## config.mk

```make
export PLATFORM = sky130hd
export DESIGN_NAME = fp_special_policy
export DESIGN_NICKNAME = d
export VERILOG_FILES = /design/src/rtl/fpp_pkg.sv /design/src/rtl/fpp_classify.sv /design/src/rtl/fpp_move.sv /design/src/rtl/fp_special_policy.sv
export SDC_FILE = /design/constraint.sdc
export NUM_CORES = 1
export LEC_CHECK = 0
export BUFFER_PORTS_ARGS = -buffer_cell sky130_fd_sc_hd__buf_4
export CORE_AREA = 2 2 154 156
export DETAILED_ROUTE_END_ITERATION = 12
export DIE_AREA = 0 0 156 158
export GPL_TIMING_DRIVEN = 0
export HOLD_SLACK_MARGIN = 0.15
export PLACE_DENSITY = 0.6
export SETUP_SLACK_MARGIN = 0.2
export SLEW_MARGIN = 20
export SYNTH_ARGS = -nofsm -noshare
export SYNTH_HDL_FRONTEND = slang
export SYNTH_SLANG_ARGS = --single-unit
```

## constraint.sdc

```tcl
create_clock -name clk -period 2.95 [get_ports clk]
set_input_delay 0.295 -clock clk [delete_from_list [all_inputs] [get_ports clk]]
set_output_delay 0.295 -clock clk [all_outputs]
set_load 0.01 [all_outputs]
```

## src/rtl/fpp_pkg.sv

```systemverilog
package fpp_pkg;
   typedef enum logic [1:0] {
      FPP_ARITH = 2'b00,
      FPP_COPY  = 2'b01,
      FPP_ABS   = 2'b10,
      FPP_NEG   = 2'b11
   } fpp_op_e;

   localparam logic [31:0] FPP_GEN_QNAN_S = 32'h7FBF_FFFF;
   localparam logic [63:0] FPP_GEN_QNAN_D = 64'h7FF7_FFFF_FFFF_FFFF;
endpackage

```

## src/rtl/fpp_classify.sv

```systemverilog
module fpp_classify #(
   parameter int S_EXP  = 8,
   parameter int S_FRAC = 23,
   parameter int D_EXP  = 11,
   parameter int D_FRAC = 52,
   localparam int SW    = 1 + S_EXP + S_FRAC,
   localparam int W     = 1 + D_EXP + D_FRAC
) (
   input  logic [W-1:0] val,
   input  logic         dbl,
   input  logic         flush,
   output logic         is_nan,
   output logic         is_snan,
   output logic         is_denorm,
   output logic [W-1:0] fixed
);
   logic [S_EXP-1:0]  s_exp;
   logic [S_FRAC-1:0] s_frac;
   logic [D_EXP-1:0]  d_exp;
   logic [D_FRAC-1:0] d_frac;

   if (SW >= W) begin : g_bad_width
      $error("single format must be narrower than double format");
   end

   assign s_exp  = val[S_FRAC +: S_EXP];
   assign s_frac = val[S_FRAC-1:0];
   assign d_exp  = val[D_FRAC +: D_EXP];
   assign d_frac = val[D_FRAC-1:0];

   always_comb begin
      if (dbl) begin
         is_nan    = (&d_exp) && (|d_frac);
         is_snan   = is_nan && d_frac[D_FRAC-1];
         is_denorm = (d_exp == '0) && (|d_frac);
         fixed     = (flush && is_denorm) ? {val[W-1], {(W-1){1'b0}}} : val;
      end else begin
         is_nan    = (&s_exp) && (|s_frac);
         is_snan   = is_nan && s_frac[S_FRAC-1];
         is_denorm = (s_exp == '0) && (|s_frac);
         fixed     = (flush && is_denorm) ?
                     {{(W-SW){1'b0}}, val[SW-1], {(SW-1){1'b0}}} :
                     {{(W-SW){1'b0}}, val[SW-1:0]};
      end
   end
endmodule

```

## src/rtl/fpp_move.sv

```systemverilog
module fpp_move #(
   parameter int SW = 32,
   parameter int W  = 64
) (
   input  logic [1:0]   op,
   input  logic         dbl,
   input  logic [W-1:0] val,
   output logic [W-1:0] moved
);
   import fpp_pkg::*;

   if (SW >= W) begin : g_bad_width
      $error("single width must be below double width");
   end

   always_comb begin
      moved = dbl ? val : {{(W-SW){1'b0}}, val[SW-1:0]};
      unique case (fpp_op_e'(op))
         FPP_ABS: begin
            if (dbl) moved[W-1] = 1'b0;
            else     moved[SW-1] = 1'b0;
         end
         FPP_NEG: begin
            if (dbl) moved[W-1] = ~val[W-1];
            else     moved[SW-1] = ~val[SW-1];
         end
         default: ;
      endcase
   end
endmodule

```

## src/rtl/fp_special_policy.sv

```systemverilog
module fp_special_policy #(
   parameter int S_EXP  = 8,
   parameter int S_FRAC = 23,
   parameter int D_EXP  = 11,
   parameter int D_FRAC = 52,
   parameter int N_SRC  = 2
) (
   input  logic        clk,
   input  logic        rst,
   input  logic        in_valid,
   input  logic [1:0]  op_kind,
   input  logic        dbl,
   input  logic        two_src,
   input  logic [63:0] src_a,
   input  logic [63:0] src_b,
   input  logic [63:0] raw_res,
   input  logic        inv_en,
   input  logic        flush_en,
   output logic [63:0] dp_a,
   output logic [63:0] dp_b,
   output logic        res_valid,
   output logic [63:0] res,
   output logic        res_we,
   output logic        inv_pulse
);
   import fpp_pkg::*;

   localparam int SW = 1 + S_EXP + S_FRAC;
   localparam int W  = 1 + D_EXP + D_FRAC;

   if (W != 64 || SW != 32) begin : g_bad_fmt
      $error("formats must be 32 and 64 bits wide");
   end
   if (N_SRC != 2) begin : g_bad_src
      $error("exactly two source ports are supported");
   end

   logic [N_SRC-1:0][W-1:0] src, src_fixed;
   logic [N_SRC-1:0]        used, nan_v, snan_v, den_v;
   logic                    arith, any_snan, any_nan;
   logic                    r_nan, r_snan, r_den;
   logic [W-1:0]            r_fixed, moved, qnan, nxt_res;
   logic                    nxt_we, nxt_inv, dbl_q;

   assign arith   = (fpp_op_e'(op_kind) == FPP_ARITH);
   assign src[0]  = src_a;
   assign src[1]  = src_b;
   assign used[0] = 1'b1;
   assign used[1] = two_src;

   for (genvar i = 0; i < N_SRC; i++) begin : g_src
      fpp_classify #(.S_EXP(S_EXP), .S_FRAC(S_FRAC), .D_EXP(D_EXP), .D_FRAC(D_FRAC)) u_cls (
         .val(src[i]), .dbl(dbl), .flush(flush_en && arith),
         .is_nan(nan_v[i]), .is_snan(snan_v[i]), .is_denorm(den_v[i]),
         .fixed(src_fixed[i])
      );
   end

   assign dp_a     = src_fixed[0];
   assign dp_b     = src_fixed[1];
   assign any_snan = |(snan_v & used);
   assign any_nan  = |(nan_v & used);

   fpp_classify #(.S_EXP(S_EXP), .S_FRAC(S_FRAC), .D_EXP(D_EXP), .D_FRAC(D_FRAC)) u_rcls (
      .val(raw_res), .dbl(dbl), .flush(flush_en && arith),
      .is_nan(r_nan), .is_snan(r_snan), .is_denorm(r_den), .fixed(r_fixed)
   );

   fpp_move #(.SW(SW), .W(W)) u_move (
      .op(op_kind), .dbl(dbl), .val(src_a), .moved(moved)
   );

   assign qnan = dbl ? FPP_GEN_QNAN_D : {{(W-SW){1'b0}}, FPP_GEN_QNAN_S};

   always_comb begin
      nxt_res = r_fixed;
      nxt_we  = 1'b1;
      nxt_inv = 1'b0;
      if (!arith) begin
         nxt_res = moved;
      end else if (any_snan) begin
         nxt_res = qnan;
         nxt_we  = !inv_en;
         nxt_inv = inv_en;
      end else if (any_nan) begin
         nxt_res = qnan;
      end
   end

   always_ff @(posedge clk) begin
      if (rst) begin
         res_valid <= 1'b0;
         res_we    <= 1'b0;
         inv_pulse <= 1'b0;
      end else begin
         res_valid <= in_valid;
         res_we    <= in_valid && nxt_we;
         inv_pulse <= in_valid && nxt_inv;
      end
   end

   always_ff @(posedge clk) begin
      if (in_valid) begin
         res   <= nxt_res;
         dbl_q <= dbl;
      end
   end


   trap_no_write_chk: assert property (@(posedge clk) disable iff (rst)
      inv_pulse |-> (!res_we && res_valid));

   one_cycle_chk: assert property (@(posedge clk) disable iff (rst)
      in_valid |=> res_valid);

   idle_quiet_chk: assert property (@(posedge clk) disable iff (rst)
      !in_valid |=> (!res_valid && !res_we && !inv_pulse));

   move_no_trap_chk: assert property (@(posedge clk) disable iff (rst)
      (in_valid && !arith) |=> (!inv_pulse && res_we));

   quiet_no_trap_chk: assert property (@(posedge clk) disable iff (rst)
      (in_valid && arith && any_nan && !any_snan) |=> (!inv_pulse && res_we));

   single_upper_chk: assert property (@(posedge clk) disable iff (rst)
      (res_valid && !dbl_q) |-> (res[63:32] == 32'h0));

   operand_flush_chk: assert property (@(posedge clk) disable iff (rst)
      (!arith && dbl) |-> (dp_a == src_a && dp_b == src_b));
endmodule

```

==> results of run 1 <==
## synthesized netlist by cell type (3+ instances only)
master    number
nor2_1        30
and2_1       109
nor4_1        41
buf_2          5
dfxtp_1        3
clkbuf_1      29
nand2_1       58
nor3_1        26
inv_1          8
a211oi_1       4
a21oi_2       11
o21ai_0       32
nand4_1       18
edfxtp_1      64
and4_1         4
a21oi_1       12
a22oi_1       31
nor2b_1       18
nand3_1        6
## state kept, by name (all words and copies together), names as in the netlist
signal / count
res: 64
inv_pulse: 1
res_valid: 1
res_we: 1
## through the flow
| step | hold slack, ns | power, mW |
|---|---|---|
| after floorplan | 0.398 | 1.50 |
| after global placement | 0.496 | 2.14 |
| after detailed placement | 0.503 | 2.15 |
| after CTS | 0.237 | 3.26 |
| after global routing | 0.264 | 3.37 |
| final | 0.256 | 3.22 |
## area by class of cell
| type | instances | area [sq um] | share of cell area |
|---|---|---|---|
| Buffer | 36 | 168 | 0.0200 |
| Clock buffer | 9 | 225 | 0.0268 |
| Clock inverter | 7 | 68.8 | 0.00820 |
| Inverter | 8 | 30.0 | 0.00358 |
| Multi-Input combinational cell | 423 | 2570 | 0.306 |
| Sequential cell | 67 | 1980 | 0.236 |
| Tap cell | 290 | 363 | 0.0432 |
| Timing Repair Buffer | 398 | 2990 | 0.356 |
## worst max-delay path by stage
stage / from / endpoint / slack (ns) / depth (start not counted)
floorplan: src_b[16] / res[40] / 0.78 / 7
global placement: op_kind[0] / dp_a[8] / -0.51 / 8
detailed placement: src_a[23] / dp_a[8] / -0.48 / 9
CTS: src_a[26] / dp_a[8] / 0.20 / 9
global route: src_b[16] / res[24] / 0.18 / 8
finish: src_a[30] / dp_a[8] / 0.35 / 10
## per-layer routing
metal  routed length [um]  global-route usage
met5                    0                   0
met4                  439              0.0568
met3                 1850              0.0430
met2                13600               0.370
met1                 9950               0.227
## logic make-up after synthesis
| family | Yosys count | synth area share |
|---|---|---|
| DFF | 67 | 0.427 |
| and+or+nand+nor | 320 | 0.382 |
| buffers and inverters | 44 | 0.0386 |
| AOI/OAI and AO/OA | 101 | 0.147 |
| adders and majority gates | 1 | 0.00270 |
| muxes | 1 | 0.00216 |
## power groups by stage
stage	combinational [mW]	clock [mW]	sequential [mW]
global route	1.04	1.15	1.18
CTS	0.970	1.12	1.17
finish	0.968	1.09	1.17
global placement	0.954	0	1.19
detailed placement	0.959	0	1.19
floorplan	0.268	0	1.23
## timing repair
item,4_1_cts,5_1_grt
setup endpoints to repair,110,91
setup buffers,1,2
pin swaps,4,6
gates resized for setup,11,21
hold buffers,1,0
hold endpoints to repair,1,0
==> flow_summary.toml, run 1 <==
[sta]
worst_slew_pin_slew_ns = 0.918
tns_ns = 0
relSlewSlack = 0.378
finalHoldViolations = 0
post-route-min-period_ns = 2.60
period_share = 0.882
drv_slew = 0
report.final.setup_viol = 0
fmax_ghz = 0.384
rsz0062_at_grt = "yes"
fin_ws_ns = 0.348

[die]
placeableCoreArea_sq_mm = 0.0231
die_width_um = 156
die_area_sq_mm = 0.0246
fp.dieH_um = 158
ioPinCount = 396
start_util = 0.201
rows = 56

[setup_path]
critical-path-top-delay-family = "simple AND/OR/NAND/NOR gates"
crit_path_end_kind = "output port"
slowest_stage = "nor4_4"
required_ns = 2.65
cp_common_cell = "buf_4"
cp_cell_sequence = "buf_4 -> nor4_4 -> nand4_1 -> nor4_4 -> nor3_2 -> nor2_2 -> buf_4 -> buf_6 -> and2_1 -> buf_4"
max_stage_delay_ns = 0.43
critPathKind = "in -> out"
critPathArrivalTime_ns = 2.31
crit_buf_inv = 4
crit_fanout = 10
crit_path_start_kind = "input port"

[status]
outcome = "completed"

[job]
cap_violations = 0

[min_path]
hold_end = "res_valid"
min_delay_path_depth = 3
min_path_type = "in -> reg"
min_from = "rst"

[place]
dp_slack_ns = -0.482
gp_congestion = 0.854
post_dp_cell_area_sq_mm = 0.00797
hpwlAfterDp_mm = 21.5
portBuffers = 394
dpl.cell_count = 1218

[yosys]
synth.area.top_cells = "edfxtp_1 (41%), and2_1 (15%), nor4_1 (5.5%), a22oi_1 (5.0%), nand2_1 (4.7%)"
postSynth.asyncResetShare = 0
synth_flop_cell = "edfxtp_1"
synth-seq-area-share = 0.427
synth.distinct_cells = 39
synthesis.area_sq_mm = 0.00464
synth_seq_cells = 67
yosysWarnings = 0
avgSynthCellArea_sq_um = 8.69
synth_top_cell_area_share = 0.414
synth_edf_count = 64
syn_inst = 534
synth_top_area_cell = "edfxtp_1"
synth_nets = 736

[power_and_ir_drop]
p_comb_frac = 0.300
p_clk_frac = 0.338
switching_share = 0.290
p_int_mw = 2.29
powerDensity_mw_per_mm2 = 384
seqPwrFrac = 0.362
p_sw_uw = 934
leakagePower_nw = 3.76
vdd_drop_max_mv = 0.201

[clock_tree]
clockRootBuffer = "clkbuf_16"
tritoncts = "yes"
cts_buffers = 9
htree_num_levels = 3
clock_tree.buffer_depth = 2
clkSinkCount = 67
clk_transition_reported_paths_ns = 0.06

[global_routing]
grtUsageTotal = 0.198
grt-ovfl-total = 0
grt_pass1_vias = 5927
grt_pass1_wl_mm = 36.1
grt_start_max_net_pins = 66
antenna_found_initial = 0

[routing]
drt_wl_total_mm = 25.8
vias = 5889
via_per_inst = 4.76
drc = 0
first_pass_iters = 5
drt-wirelength-per-cell_um = 20.9
drtIter0Drc = 287
ant_nets = 0

[layout]
layout.cells.non_filler = 1238
final_common_cell = "buf_4"
fin_area_sq_mm = 0.00840
final_cell_mix = "buf_4 (397), and2_1 (109), edfxtp_1 (64), nand2_1 (58), nor4_1 (34)"
fin_nets = 1145
utilization = 0.364
fillers = 2448
diodes = 0
layout-drive-gt1-share = 0.480
area_delta_synth_final_pct = 80.9
Note: power is estimated with default switching activity, not from simulation.
==> run 2: changes to the inputs <==
--- a/config.mk
+++ b/config.mk
@@ -9,9 +9,9 @@
 export CORE_AREA = 2 2 154 156
 export DETAILED_ROUTE_END_ITERATION = 12
 export DIE_AREA = 0 0 156 158
-export GPL_TIMING_DRIVEN = 0
+export GPL_TIMING_DRIVEN = 1
 export HOLD_SLACK_MARGIN = 0.15
-export PLACE_DENSITY = 0.6
+export PLACE_DENSITY = 0.53
 export SETUP_SLACK_MARGIN = 0.2
 export SLEW_MARGIN = 20
 export SYNTH_ARGS = -nofsm -noshare
==> run 2 against run 1 <==
Net effect:
- power down 0.51%
- via count shrank 1.3%
- first-iteration DRC count up 4.2%
- design area shrank 0.33%
- critical path type unchanged
==> flow_summary.toml, run 2 (synthesis gave the netlist of run 1 again) <==
[status]
outcome = "completed"

[clock_tree]
clkSinkCount = 67
cts_buffers = 9
tritoncts = "yes"
htree_num_levels = 3
clockRootBuffer = "clkbuf_16"
clock_tree.buffer_depth = 2
clk_transition_reported_paths_ns = 0.06

[routing]
vias = 5810
drt-wirelength-per-cell_um = 21.0
drc = 0
drtIter0Drc = 299
via_per_inst = 4.74
first_pass_iters = 7
drt_wl_total_mm = 25.7
ant_nets = 0

[setup_path]
critPathArrivalTime_ns = 2.28
crit_fanout = 22
crit_path_end_kind = "output port"
critPathKind = "in -> out"
required_ns = 2.65
crit_path_start_kind = "input port"

[global_routing]
antenna_found_initial = 4
grt_pass1_vias = 5737
grt_pass1_wl_mm = 36.1
grt-ovfl-total = 0
grt_start_max_net_pins = 49
grtUsageTotal = 0.199

[power_and_ir_drop]
seqPwrFrac = 0.363
switching_share = 0.285
power_mw = 3.21
p_sw_uw = 913
p_clk_frac = 0.334
p_int_mw = 2.30
vdd_drop_max_mv = 0.202
p_comb_frac = 0.303
leakagePower_nw = 3.78
powerDensity_mw_per_mm2 = 383

[sta]
relSlewSlack = 0.385
tns_ns = 0
period_share = 0.872
drv_slew = 0
finalHoldViolations = 0
worst_slew_pin_slew_ns = 0.908
rsz0062_at_grt = "no"
fmax_ghz = 0.389
post-route-min-period_ns = 2.57
report.final.setup_viol = 0

[die]
placeableCoreArea_sq_mm = 0.0231
die_width_um = 156
fp.dieH_um = 158
start_util = 0.201
die_area_sq_mm = 0.0246
ioPinCount = 396
rows = 56

[job]
cap_violations = 0

[layout]
top_register = "res"
final_common_cell = "buf_4"
area_delta_synth_final_pct = 80.3
fillers = 2418
layout-drive-gt1-share = 0.486
largest_reg_flops = 64
final_cell_mix = "buf_4 (413), and2_1 (109), edfxtp_1 (64), nand2_1 (58), nor4_1 (40)"
fin_nets = 1129

[place]
portBuffers = 395
gp_congestion = 0.951
hpwlAfterDp_mm = 20.9

[min_path]
min_path_type = "in -> reg"
[run 2: cell count changes in the layout (fill, tap and decap cells not counted), sizes merged]
cell	before	now
clkbuf	38	10
diode	0	4
buf	404	417
clkinvlp	2	1
[run 2: routing by layer]
metal,part of all wire,GRT usage,wire (um)
met4,0.018,0.0642,468
met1,0.38,0.226,9790
met2,0.53,0.365,13500
met3,0.074,0.0485,1910
met5,0,0,0
[run 2: path summary, 6_finish.rpt]
kind         from      end  cells after the start
min   raw_res[30]  res[30]                      3
max     src_a[16]  dp_a[9]                      9
[run 2: worst max-delay path: stages]
cell,delay (ns)
buf_4,0.12
nor4_1,0.35
nand4_1,0.28
nor4_4,0.45
nor3_1,0.13
nor2_1,0.12
buf_4,0.23
and2_1,0.16
buf_4,0.13
[run 2: timing repair]
| action | in CTS | in global routing |
|---|---|---|
| pin swaps | 1 | 2 |
| resized for setup | 1 | 4 |
| buffers inserted | 0 | 0 |
| gates cloned | 0 | 0 |
| hold endpoints to repair | 1 | 0 |
| hold buffers | 1 | 0 |
| endpoints found under the setup margin | 1 | 60 |
[run 2: cell type report]
| cell class | instances | area [sq um] | area share |
|---|---|---|---|
| tap | 290 | 363 | 0.0434 |
| multi-input combinational | 423 | 2510 | 0.300 |
| antenna | 4 | 10.0 | 0.00120 |
| timing repair buffer | 418 | 3190 | 0.381 |
| clock buffer | 10 | 229 | 0.0274 |
| inverter | 8 | 30.0 | 0.00359 |
| clock inverter | 6 | 56.3 | 0.00673 |
| sequential | 67 | 1980 | 0.237 |
[run 2: through the flow]
stage          hold slack, ns  cells  cell area, sq um  worst slack, ns   util
3_5_place_dp            0.504   1205              8040            0.192  0.349
2_1_floorplan           0.398    534              4640            0.784      -
6_report                0.259   1226              8370            0.378  0.363
5_1_grt                 0.255   1226              8370            0.222  0.363
3_3_place_gp            0.498   1205              8040            0.174  0.349
4_1_cts                 0.244   1222              8340            0.235  0.362
[run 2: power groups by stage]
| stage | combinational (mW) | clock, mW | sequential, mW |
|---|---|---|---|
| floorplan | 0.268 | 0 | 1.23 |
| finish | 0.971 | 1.07 | 1.17 |
| global placement | 0.975 | 0 | 1.18 |
| CTS | 0.982 | 1.11 | 1.17 |
| global route | 1.04 | 1.16 | 1.17 |
| detailed placement | 0.976 | 0 | 1.19 |
==> run 3: changes to the inputs <==
--- a/config.mk
+++ b/config.mk
@@ -5,13 +5,17 @@
 export SDC_FILE = /design/constraint.sdc
 export NUM_CORES = 1
 export LEC_CHECK = 0
+export ABC_AREA = 1
 export BUFFER_PORTS_ARGS = -buffer_cell sky130_fd_sc_hd__buf_4
-export CORE_AREA = 2 2 154 156
+export CELL_PAD_IN_SITES_DETAIL_PLACEMENT = 2
+export CELL_PAD_IN_SITES_GLOBAL_PLACEMENT = 2
+export CORE_MARGIN = 1.5
+export CORE_UTILIZATION = 19
 export DETAILED_ROUTE_END_ITERATION = 12
-export DIE_AREA = 0 0 156 158
+export GPL_ROUTABILITY_DRIVEN = 1
 export GPL_TIMING_DRIVEN = 1
 export HOLD_SLACK_MARGIN = 0.15
-export PLACE_DENSITY = 0.53
+export PLACE_DENSITY = 0.87
 export SETUP_SLACK_MARGIN = 0.2
 export SLEW_MARGIN = 20
 export SYNTH_ARGS = -nofsm -noshare
==> run 3 against run 2 <==
Net effect:
- power up 1.4%
- non-clock buffer count down 8
- setup slack better by 0.090 ns
- count of clock-buffer cells in the layout unchanged
- first-iteration DRC count down 14%
==> flow_summary.toml, run 3 <==
[layout]
area_delta_synth_final_pct = 69.1
utilization = 0.329
final_common_cell = "buf_4"
fin_area_sq_mm = 0.00891
fin_nets = 1416
largest_reg_flops = 64
final_cell_mix = "buf_4 (408), nand2_1 (218), nor2_1 (168), inv_1 (132), nand3_1 (84)"
top_register = "res"
fillers = 3278
layout-drive-gt1-share = 0.353

[global_routing]
grtUsageTotal = 0.208
antenna_found_initial = 1
grt_pass1_vias = 7856
grt-ovfl-total = 0
grt_start_max_net_pins = 89
grt_pass1_wl_mm = 45.4

[power_and_ir_drop]
p_clk_frac = 0.328
seqPwrFrac = 0.359
vdd_drop_max_mv = 0.237
leakagePower_nw = 4.75
p_int_mw = 2.28
p_sw_uw = 979
switching_share = 0.301
p_comb_frac = 0.313
powerDensity_mw_per_mm2 = 365

[place]
post_dp_cell_area_sq_mm = 0.00862
dp_slack_ns = 0.248
hpwlAfterDp_mm = 25.0
gp_congestion = 0.820
portBuffers = 395

[clock_tree]
clk_transition_reported_paths_ns = 0.05
htree_num_levels = 3
cts_buffers = 9
ctsResizeCount = 0
tritoncts = "yes"
ctsHoldBuffers = 1
clock_tree.buffer_depth = 2
clkSinkCount = 67
clockRootBuffer = "clkbuf_16"
cts_setup_buffers = 0

[min_path]
min_path_type = "in -> reg"

[yosys]
synth_fa_ha_area_frac = 0.00238
synth_most_common_cell = "nand2_1"
synth_edf_count = 64
synth_seq_cells = 67
synth_nets = 1038
synth.distinct_cells = 29
synth_flop_cell = "edfxtp_1"
synth-seq-area-share = 0.376
synth_xor_area_frac = 0
yosys-top-cells-count = "nand2_1 (218), nor2_1 (168), inv_1 (132)"
avgSynthCellArea_sq_um = 6.30
synth_top_area_cell = "edfxtp_1"
synth.area.top_cells = "edfxtp_1 (36%), nand2_1 (16%), nor2_1 (12%), inv_1 (9.4%), nand3_1 (8.0%)"
synthesis.area_sq_mm = 0.00527
synth_compound_area_frac = 0.0798
postSynth.asyncResetShare = 0
yosysWarnings = 0
synth_top_cell_area_share = 0.365
muxShareOfSynthArea = 0
synth_simple_gate_area_share = 0.407
syn_inst = 836
synth_top_family_by_area = "simple AND/OR/NAND/NOR gates"

[setup_path]
critPathArrivalTime_ns = 2.19
crit_fanout = 31
crit_path_start_kind = "input port"
crit_path_end_kind = "output port"
critPathKind = "in -> out"
required_ns = 2.65

[sta]
drv_slew = 0
rsz0062_at_grt = "no"
worst_slew_pin_slew_ns = 0.944
report.final.setup_viol = 0
post-route-min-period_ns = 2.48
finalHoldViolations = 0
fmax_ghz = 0.403
worst_hold_slack_ns = 0.276
period_share = 0.841
relSlewSlack = 0.371
tns_ns = 0
fin_ws_ns = 0.468

[routing]
drtIter0Drc = 257
drt_wl_total_mm = 30.3
drc = 0
vias = 7102
ant_nets = 0
drt-wirelength-per-cell_um = 19.1
first_pass_iters = 4
via_per_inst = 4.47

[die]
die_width_um = 170
fp.dieH_um = 170
ioPinCount = 396
die_area_sq_mm = 0.0287
rows = 60
placeableCoreArea_sq_mm = 0.0271
start_util = 0.194

[job]
cap_violations = 0

[status]
outcome = "completed"
run 3: worst max-delay path: stages:
cell     delay, ns
buf_4         0.12
nor2_1        0.15
nand2_1       0.07
nor2_1        0.13
nand2_1       0.07
nor2_1        0.36
a21oi_2       0.13
nand2_1       0.14
buf_4         0.34
nand3_1       0.13
inv_1         0.10
buf_4         0.13
run 3: cell type report:
cell class / count / area, sq um / area share
repair buffers: 410 / 3090 / 0.347
multi-input cells: 592 / 2590 / 0.291
flip-flops and latches: 67 / 1980 / 0.223
inverters: 134 / 503 / 0.0565
well taps: 372 / 465 / 0.0523
clock buffers: 10 / 229 / 0.0257
clock inverters: 4 / 43.8 / 0.00492
diodes: 1 / 2.50 / 0.000281
run 3: power by group through the flow:
stage / Sequential, mW / Combinational [mW] / Clock (mW)
4_1_cts: 1.17 / 1.04 / 1.11
3_3_place_gp: 1.18 / 1.00 / 0
5_1_grt: 1.18 / 1.11 / 1.14
2_1_floorplan: 1.23 / 0.313 / 0
6_report: 1.17 / 1.02 / 1.07
3_5_place_dp: 1.19 / 1.03 / 0
run 3: metal layers:
metal	vias up	part of all wire	GRT usage
li1	3426	-	-
met1	3370	0.38	0.217
met2	262	0.53	0.401
met3	44	0.068	0.0527
met4	0	0.026	0.0716
met5	-	0	0
run 3: logic make-up after synthesis:
group           after synthesis
compound gates               75
fa+ha+maj                     1
buf+inv                     177
flops                        67
simple gates                516
run 3: through the flow:
| stage | cells | power, mW |
|---|---|---|
| after floorplan | 836 | 1.54 |
| after global placement | 1574 | 2.19 |
| after detailed placement | 1574 | 2.22 |
| after CTS | 1589 | 3.31 |
| after global routing | 1589 | 3.43 |
| final | 1590 | 3.26 |
run 3: final timing paths:
check                  startpoint  endpoint  slack (ns)  cells past startpoint
worst max-delay path    src_a[19]  dp_a[15]        0.47                     12
worst min-delay path  raw_res[63]   res[63]        0.28                      3
